File: config.mk
export PLATFORM = sky130hd
export DESIGN_NAME = bl_pwm_gen
export DESIGN_NICKNAME = d
export VERILOG_FILES = /design/src/rtl/bl_pkg.sv /design/src/rtl/bl_cfg_stage.sv /design/src/rtl/bl_timebase.sv /design/src/rtl/bl_duty.sv /design/src/rtl/bl_pwm_gen.sv
export SDC_FILE = /design/constraint.sdc
export NUM_CORES = 1
export LEC_CHECK = 0
export ABC_CLOCK_PERIOD_IN_PS = 2700
export BUFFER_PORTS_ARGS = -buffer_cell sky130_fd_sc_hd__clkbuf_2
export CORE_MARGIN = 5
export CORE_UTILIZATION = 62
export CTS_CLUSTER_SIZE = 10
export DETAILED_ROUTE_END_ITERATION = 8
export GPL_ROUTABILITY_DRIVEN = 0
export GPL_TIMING_DRIVEN = 1
export HOLD_SLACK_MARGIN = 0.03
export PLACE_DENSITY = 0.78
export REMOVE_ABC_BUFFERS = 1
export SETUP_SLACK_MARGIN = 0.15
export SLEW_MARGIN = 20
export SYNTH_ARGS = -nofsm -noshare
export SYNTH_HDL_FRONTEND = slang
export SYNTH_SLANG_ARGS = --single-unit
File: constraint.sdc
create_clock -name clk -period 2.7 [get_ports clk]
set_input_delay 0.135 -clock clk [delete_from_list [all_inputs] [get_ports clk]]
set_output_delay 0.135 -clock clk [all_outputs]
set_load 0.02 [all_outputs]
File: src/rtl/bl_pkg.sv
package bl_pkg;
  localparam int BL_PRE_W = 8;
  localparam int BL_EXP_W = 5;
  localparam int BL_LVL_W = 16;
  localparam int BL_NAR_W = 8;
endpackage

File: src/rtl/bl_cfg_stage.sv
module bl_cfg_stage
  import bl_pkg::*;
#(
  parameter int PRE_W = BL_PRE_W,
  parameter int EXP_W = BL_EXP_W,
  parameter int LVL_W = BL_LVL_W,
  parameter int NAR_W = BL_NAR_W
) (
  input  logic             clk,
  input  logic             rst_n,
  input  logic             load_en,
  input  logic [PRE_W-1:0] prescale,
  input  logic [EXP_W-1:0] bitcount,
  input  logic [EXP_W-1:0] cap_lo,
  input  logic [EXP_W-1:0] cap_hi,
  input  logic             wide,
  input  logic [LVL_W-1:0] level,
  output logic [PRE_W-1:0] f_q,
  output logic [EXP_W-1:0] pn_q,
  output logic [LVL_W-1:0] act_q,
  output logic             full_q
);
  localparam logic [EXP_W-1:0] EXP_LIM = EXP_W'(LVL_W);
  localparam logic [EXP_W-1:0] NAR_LIM = EXP_W'(NAR_W);
  localparam int               PAD_W   = LVL_W - NAR_W;

  logic [PRE_W-1:0] f_d;
  logic [EXP_W-1:0] pn_d;
  logic [EXP_W-1:0] keep_d;
  logic [LVL_W-1:0] word_d;
  logic [LVL_W-1:0] act_d;
  logic [LVL_W-1:0] mask_d;
  logic             full_d;

  // Next-state: limit the exponent and extract the active bits
  always_comb begin
    f_d = (prescale == '0) ? PRE_W'(1) : prescale;
    pn_d = bitcount;
    if (pn_d < cap_lo) pn_d = cap_lo;
    if (pn_d > cap_hi) pn_d = cap_hi;
    if (pn_d > EXP_LIM) pn_d = EXP_LIM;
    if (pn_d == '0) pn_d = EXP_W'(1);
    keep_d = wide ? pn_d : ((pn_d > NAR_LIM) ? NAR_LIM : pn_d);
    word_d = wide ? level : {level[NAR_W-1:0], {PAD_W{1'b0}}};
    act_d  = word_d >> (EXP_LIM - pn_d);
    mask_d = {LVL_W{1'b1}} << (EXP_LIM - keep_d);
    full_d = ((word_d & mask_d) == mask_d);
  end

  // Shadow registers, loaded only when the timebase allows it
  always_ff @(posedge clk or negedge rst_n) begin
    if (!rst_n) begin
      f_q    <= PRE_W'(1);
      pn_q   <= EXP_W'(1);
      act_q  <= '0;
      full_q <= 1'b0;
    end else if (load_en) begin
      f_q    <= f_d;
      pn_q   <= pn_d;
      act_q  <= act_d;
      full_q <= full_d;
    end
  end


  pn_range_chk: assert property (@(posedge clk) disable iff (!rst_n)
    (pn_q != '0) && (pn_q <= EXP_LIM));


  f_nonzero_chk: assert property (@(posedge clk) disable iff (!rst_n)
    f_q != '0);
endmodule

File: src/rtl/bl_timebase.sv
module bl_timebase
  import bl_pkg::*;
#(
  parameter int PRE_W = BL_PRE_W,
  parameter int EXP_W = BL_EXP_W,
  parameter int LVL_W = BL_LVL_W
) (
  input  logic             clk,
  input  logic             rst_n,
  input  logic             enable,
  input  logic [PRE_W-1:0] f_cur,
  input  logic [EXP_W-1:0] pn_cur,
  output logic             run_q,
  output logic [LVL_W-1:0] step_q,
  output logic             boundary
);
  localparam logic [EXP_W-1:0] EXP_LIM = EXP_W'(LVL_W);

  logic [PRE_W-1:0] pre_q, pre_d;
  logic [LVL_W-1:0] step_d;
  logic [LVL_W-1:0] top;
  logic             run_d;
  logic             tick;
  logic             wrap;

  assign top      = {LVL_W{1'b1}} >> (EXP_LIM - pn_cur);
  assign tick     = (pre_q == (f_cur - PRE_W'(1)));
  assign wrap     = (step_q == top);
  assign boundary = run_q & tick & wrap;

  // Next-state
  always_comb begin
    pre_d  = pre_q;
    step_d = step_q;
    run_d  = enable;
    if (!enable) begin
      pre_d  = '0;
      step_d = '0;
    end else if (run_q) begin
      if (tick) begin
        pre_d  = '0;
        step_d = wrap ? '0 : step_q + LVL_W'(1);
      end else begin
        pre_d = pre_q + PRE_W'(1);
      end
    end
  end

  always_ff @(posedge clk or negedge rst_n) begin
    if (!rst_n) begin
      pre_q  <= '0;
      step_q <= '0;
      run_q  <= 1'b0;
    end else begin
      pre_q  <= pre_d;
      step_q <= step_d;
      run_q  <= run_d;
    end
  end


  pre_bound_chk: assert property (@(posedge clk) disable iff (!rst_n)
    run_q |-> (pre_q < f_cur));


  step_bound_chk: assert property (@(posedge clk) disable iff (!rst_n)
    step_q <= top);


  idle_clear_chk: assert property (@(posedge clk) disable iff (!rst_n)
    !enable |=> (step_q == '0) && (pre_q == '0) && !run_q);
endmodule

File: src/rtl/bl_duty.sv
module bl_duty
  import bl_pkg::*;
#(
  parameter int LVL_W = BL_LVL_W
) (
  input  logic             enable,
  input  logic             run_q,
  input  logic [LVL_W-1:0] step_q,
  input  logic [LVL_W-1:0] act,
  input  logic             full,
  output logic             pwm_out
);
  assign pwm_out = enable & run_q & (full | (step_q < act));
endmodule

File: src/rtl/bl_pwm_gen.sv
module bl_pwm_gen
  import bl_pkg::*;
#(
  parameter int PRE_W = BL_PRE_W,
  parameter int EXP_W = BL_EXP_W,
  parameter int LVL_W = BL_LVL_W,
  parameter int NAR_W = BL_NAR_W
) (
  input  logic             clk,
  input  logic             rst_n,
  input  logic             enable,
  input  logic [PRE_W-1:0] prescale,
  input  logic [EXP_W-1:0] bitcount,
  input  logic [EXP_W-1:0] cap_lo,
  input  logic [EXP_W-1:0] cap_hi,
  input  logic             wide,
  input  logic [LVL_W-1:0] level,
  output logic             pwm_out
);
  logic [1:0]       rsync_q;
  logic             rst_core_n;
  logic [PRE_W-1:0] f_s;
  logic [EXP_W-1:0] pn_s;
  logic [LVL_W-1:0] act_s;
  logic             full_s;
  logic             run_q;
  logic [LVL_W-1:0] step_q;
  logic             boundary;
  logic             load_en;

  // Reset: asserted at once, released on the clock
  always_ff @(posedge clk or negedge rst_n) begin
    if (!rst_n) rsync_q <= '0;
    else        rsync_q <= {rsync_q[0], 1'b1};
  end
  assign rst_core_n = rsync_q[1];

  assign load_en = !run_q | boundary;

  bl_cfg_stage #(.PRE_W(PRE_W), .EXP_W(EXP_W), .LVL_W(LVL_W), .NAR_W(NAR_W)) u_cfg (
    .clk(clk), .rst_n(rst_core_n), .load_en(load_en),
    .prescale(prescale), .bitcount(bitcount), .cap_lo(cap_lo), .cap_hi(cap_hi),
    .wide(wide), .level(level),
    .f_q(f_s), .pn_q(pn_s), .act_q(act_s), .full_q(full_s)
  );

  bl_timebase #(.PRE_W(PRE_W), .EXP_W(EXP_W), .LVL_W(LVL_W)) u_tb (
    .clk(clk), .rst_n(rst_core_n), .enable(enable),
    .f_cur(f_s), .pn_cur(pn_s),
    .run_q(run_q), .step_q(step_q), .boundary(boundary)
  );

  bl_duty #(.LVL_W(LVL_W)) u_duty (
    .enable(enable), .run_q(run_q), .step_q(step_q),
    .act(act_s), .full(full_s), .pwm_out(pwm_out)
  );


  cfg_hold_chk: assert property (@(posedge clk) disable iff (!rst_core_n)
    (run_q && !boundary) |=> ($stable(act_s) && $stable(f_s) && $stable(pn_s) && $stable(full_s)));


  start_high_chk: assert property (@(posedge clk) disable iff (!rst_core_n)
    (enable && run_q && step_q == '0 && (act_s != '0 || full_s)) |-> pwm_out);


  zero_low_chk: assert property (@(posedge clk) disable iff (!rst_core_n)
    (act_s == '0 && !full_s) |-> !pwm_out);


  off_low_chk: assert property (@(posedge clk) disable iff (!rst_core_n)
    !enable |-> !pwm_out);
endmodule

==> run summary, run 1 <==
The flow did not finish. It got as far as clock tree synthesis and failed there. The first error in the log reads "[ERROR DPL-0033] detailed placement checks failed during check placement".

The die is 102.5 µm wide. The area share of the largest cell type after synthesis is 0.2596. Hold repair after CTS inserted 8 buffers. In the post-synthesis netlist, the biggest area contributors are sky130_fd_sc_hd__dfrtp_1 (26%), sky130_fd_sc_hd__ha_1 (8.3%), sky130_fd_sc_hd__nand2_1 (5.2%), sky130_fd_sc_hd__o21ai_0 (4.5%), sky130_fd_sc_hd__mux4_2 (4.2%).

The run gives 38 as the buffer count from post-CTS setup fixing. The largest total area in the synthesized netlist belongs to sky130_fd_sc_hd__dfrtp_1. The average cell area after synthesis is 8.403 µm², and the clock sink total is 57. The logs give 3 for the depth of the CTS H-tree and 631 for the gate count after technology mapping.

Commonest register cell after synthesis: sky130_fd_sc_hd__dfrtp_1. The tools report the worst slack after detailed placement as -2.357 ns. Yosys instantiated no cell more often than sky130_fd_sc_hd__nand2_1. Post-CTS repair changed the size of 185 cells. The sequential element share of the synthesized area is 0.2695, and the post-synthesis register bit count is 57.

Yosys mapped a number of flops with a built-in enable equal to 0. The floorplan has 33 rows. The share of flip-flops with an asynchronous set or reset came out at 1.000.

By count the netlist is led by sky130_fd_sc_hd__nand2_1 (74), sky130_fd_sc_hd__dfrtp_1 (55), sky130_fd_sc_hd__o21ai_0 (48), sky130_fd_sc_hd__inv_1 (45), sky130_fd_sc_hd__nor2_1 (41). In this run the cell area of the synthesized design comes to 5303 µm². The die is 102.5 µm tall. The count of buffers inserted at the top-level ports was 43.

The logs give 12190 µm for the half-perimeter wire length after placement and 75 for the number of distinct library cell variants in the gate-level netlist after synthesis. The logs give 6654 µm² for the placed standard-cell area and 9 for the number of CTS-inserted buffers. The worst-case clock buffer depth is 2, and the number of primary I/O pins is 44.

Yosys printed 0 warnings. In this run the clock root is driven by a sky130_fd_sc_hd__clkbuf_8. Initial core utilization: 0.6421.
==> metrics by stage <==
stage / util / hold WS, ns / TNS, ns / std cells
2_1_floorplan: - / -0.1606 / -63.62 / 607
3_3_place_gp: 0.8058 / -0.08107 / -34.94 / 901
3_5_place_dp: 0.8058 / -0.07366 / -40.27 / 901
==> cell families after synthesis <==
kind of cell | Yosys count | synth area share
and+or+nand+nor | 220 | 0.2032
AOI/OAI and AO/OA | 179 | 0.2419
buffers and inverters | 70 | 0.05215
DFF | 57 | 0.2695
muxes | 41 | 0.1038
adders and majority gates | 35 | 0.08259
xor gates and xnor gates | 28 | 0.04625
other | 1 | 0.0007072
==> run 2: changes to the inputs <==
--- a/config.mk
+++ b/config.mk
@@ -8,15 +8,12 @@
 export ABC_CLOCK_PERIOD_IN_PS = 2700
 export BUFFER_PORTS_ARGS = -buffer_cell sky130_fd_sc_hd__clkbuf_2
 export CORE_MARGIN = 5
-export CORE_UTILIZATION = 62
-export CTS_CLUSTER_SIZE = 10
+export CORE_UTILIZATION = 40
 export DETAILED_ROUTE_END_ITERATION = 8
 export GPL_ROUTABILITY_DRIVEN = 0
 export GPL_TIMING_DRIVEN = 1
-export HOLD_SLACK_MARGIN = 0.03
-export PLACE_DENSITY = 0.78
+export PLACE_DENSITY_LB_ADDON = 0.15
 export REMOVE_ABC_BUFFERS = 1
-export SETUP_SLACK_MARGIN = 0.15
 export SLEW_MARGIN = 20
 export SYNTH_ARGS = -nofsm -noshare
 export SYNTH_HDL_FRONTEND = slang
==> run 2 against run 1 <==
  * Synthesized cell count unchanged
  * Area after synthesis unchanged
  * The flow now finishes, with violations (setup timing)
==> run summary, run 2 <==
The run finished, with violations left. The final reports fail on setup timing. The cell area that synthesis handed to floorplanning was 5303 µm². The run gives 12360 µm as the half-perimeter wire length after placement. The initial antenna violation count came out at 0. TritonCTS built the clock tree. STA classifies the critical path startpoint as a primary input. The clock passes through at most 2 buffers. The library cell with the highest instance count after synthesis was sky130_fd_sc_hd__nand2_1. Summed over all layers, the routed wires come to 17730 µm.

In this run, distinct cell masters in the synthesized netlist total 75. In the routed layout, each cell is associated on average with a via count of 5.597. Internal power comes to 0.004120 W. The final routed DRC violation total was 0; the leakage power was 3.912 nW.

The final hold violation count was 0. The routed layout has 5826 vias. Share of cells above drive strength 1: 0.4694. The clock tree synthesis step divided the H-tree into 3 levels. The sequential group share of total power was 0.168; the count of buffers inserted at the top-level ports was 43.

For the remaining number of nets flagged by the antenna check after routing, the log shows 0. Cell occurring most often along the worst timing path: sky130_fd_sc_hd__ha_4. The row count was 42; the post-synthesis register bit count was 57. Share of flip-flops with an asynchronous set or reset: 1.000.

The die span in y was 125.1 µm; the achievable frequency was 225.8 MHz. For the DRC violation total after the first TritonRoute iteration, the log shows 397. The clock drives 57 sinks. Buffers inserted during clock tree synthesis total 9. The first global-routing pass estimated 28770 µm of wire. On the worst path, the slowest cell contributes a delay of 0.48 ns. Clock period minus worst slack: 4.428 ns. After detailed routing, the average wire length per cell comes to 17.04 µm. The logs give 0.664 for the combinational power share and 0 for the antenna diode count. In this run the power spent charging and discharging nets is 0.002659 W. The share of the cycle needed by the critical path after routing was 1.640. At the pin with the least slew margin, the transition time is 0.7378 ns. The kind of end point of the critical path was a register.

The worst slack after detailed placement is -2.262 ns. After the last flow step, the layout net total stands at 938. Setup violations remaining at the end of the flow were counted as 45.

Clock-pin slew was measured on the worst setup and hold paths at 0.05 ns. The power density normalized to cell area came out at 803.7 nW/µm². Clock latency on the worst-skew pair, taken at its later pin, is 0.33 ns. Data on the critical path is required at its endpoint by 2.92 ns.

The final count of pins violating max slew is 0. The setup path with the least slack is of type in -> reg. For the worst vdd rail ir drop, the log shows 0.0004637 V. Entering global routing, the biggest net connects 56 pins. Setup repair after global routing could not meet its margin everywhere. Synthesis produced 631 cells.

STA puts the critical path data arrival time at 4.65 ns. The worst min-delay path category is in -> reg. The largest registers in the layout are u_cfg.act_q x16, u_tb.step_q x16.

Die width: 125.1 µm. For this run, the number of Yosys warnings is 0. The tools report the smallest setup slack after layout as -1.728 ns. The clock share of power was 0.168; the area share of the largest cell type after synthesis was 0.2596. The sequential element share of the synthesized area came out at 0.2695. The slowest stage of the critical path is the sky130_fd_sc_hd__or4_4 cell. Number of search-and-repair iterations in the first detailed-routing pass: 5. Leaving out fill and tap cells, the most frequent cell in the layout is sky130_fd_sc_hd__buf_4. The initial core utilization is 0.4036. For the area inside the core boundary, the log shows 13140 µm². By area the synthesized netlist is led by sky130_fd_sc_hd__dfrtp_1 (26%), sky130_fd_sc_hd__ha_1 (8.3%), sky130_fd_sc_hd__nand2_1 (5.2%), sky130_fd_sc_hd__o21ai_0 (4.5%), sky130_fd_sc_hd__mux4_2 (4.2%). Commonest register cell after synthesis: sky130_fd_sc_hd__dfrtp_1. The floorplan step defined a die boundary enclosing 15660 µm². Relative to the synthesized area, the layout overhead comes to 59.08%. The worst slew margin relative to its limit is 0.5019. The tools report the master cell of the clock root buffer as sky130_fd_sc_hd__clkbuf_16. The number of enable flip-flop cells after synthesis came out at 0. The highest net fanout along the worst path is 7, and the number of global-route vias before repair is 5945. The switching fraction of total power is 0.3923.

The commonest cells after synthesis are sky130_fd_sc_hd__nand2_1 (74), sky130_fd_sc_hd__dfrtp_1 (55), sky130_fd_sc_hd__o21ai_0 (48), sky130_fd_sc_hd__inv_1 (45), sky130_fd_sc_hd__nor2_1 (41). On the final layout, the worst hold slack is 0.01095 ns. During I/O placement, the number of pins put on the boundary was 44.

Summed over all layers, the global routing overflow is 0. In this run the mean area of a mapped cell was 8.403 µm². On the final layout, the worst clock skew is 0.006296 ns. The library cells used most frequently in the layout, excluding fill and tap cells, are sky130_fd_sc_hd__buf_4 (160), sky130_fd_sc_hd__nand2_1 (66), sky130_fd_sc_hd__dfrtp_1 (52), sky130_fd_sc_hd__clkbuf_2 (41), sky130_fd_sc_hd__nor2_1 (37).

The tools report the global-route usage over all layers as 0.2193. Across the run, the number of max-cap violations was 0. The synthesized design spends more area on one cell type than any other, namely sky130_fd_sc_hd__dfrtp_1.
-- run 2: final timing paths --
path / startpoint / slack, ns / end / cells past startpoint
min in group asynchronous: rst_n / 0.11 / rsync_q[0] / 2
worst max register to register: u_cfg.pn_q[3] / -0.43 / u_cfg.act_q[4] / 9
worst min-delay path: prescale[7] / 0.01 / u_cfg.f_q[7] / 3
max in group asynchronous: rsync_q[1] / 1.77 / u_cfg.pn_q[2] / 1
worst max-delay path: cap_lo[4] / -1.73 / u_cfg.full_q / 27
worst min register to register: rsync_q[0] / 0.36 / rsync_q[1] / 0
-- run 2: final cells by class --
cell class,instances,area (µm²)
Clock buffer,11,242.7
Clock inverter,5,55.05
Fill cell,1072,4702
Inverter,46,175.2
Multi-Input combinational cell,505,4335
Sequential cell,57,1433
Tap cell,176,220.2
Timing Repair Buffer,241,1974
-- run 2: per-stage QoR --
step	TNS (ns)	total power, W	area [µm²]	utilization	std cells
6_report	-25.05	0.006779	8436	0.6421	1041
5_1_grt	-32.15	0.007204	8436	0.6421	1041
4_1_cts	-22.28	0.006222	7929	0.6035	1029
3_5_place_dp	-41.73	0.004449	6835	0.5203	981
3_3_place_gp	-37.67	0.004371	6835	0.5203	981
2_1_floorplan	-63.62	0.002992	5199	-	607
-- run 2: power groups by stage --
stage	combinational, W	sequential [W]	clock [W]
final	0.00450	0.00114	0.00114
after global routing	0.00485	0.00116	0.00120
after CTS	0.00395	0.00112	0.00115
after detailed placement	0.00333	0.00112	0
after global placement	0.00325	0.00112	0
after floorplan	0.00187	0.00112	0
-- run 2: critical path, delay by kind of cell --
family | cells | cell delay, ns
adders and majority gates | 4 | 0.96
buffers and inverters | 5 | 0.43
AOI/OAI and AO/OA | 12 | 1.98
and+or+nand+nor | 6 | 1.13
-- run 2: routing by layer --
layer | global-route usage | vias up | share of wire
met3 | 0.02004 | 36 | 0.039
met5 | 0 | - | 0
li1 | - | 2797 | -
met4 | 0.07781 | 0 | 0.024
met2 | 0.3812 | 178 | 0.51
met1 | 0.2853 | 2815 | 0.43
-- run 2: kinds of logic after synthesis --
group                    after synthesis  synth area share
AND/OR/NAND/NOR                      220            0.2032
AO/OA/AOI/OAI                        179            0.2419
buffers and inverters                 70           0.05215
flip-flops                            57            0.2695
multiplexers                          41            0.1038
adder cells (fa/ha/maj)               35           0.08259
XOR/XNOR                              28           0.04625
other                                  1         0.0007072
-- run 2: repair_timing --
action | in CTS | in global routing
setup endpoints to repair | 47 | 52
cloned | 5 | 0
pin swaps | 52 | 39
hold buffers | 1 | 0
buffers inserted | 30 | 20
hold endpoints to repair | 2 | 0
resized for setup | 147 | 93
Power figures use the tool's default switching activity.
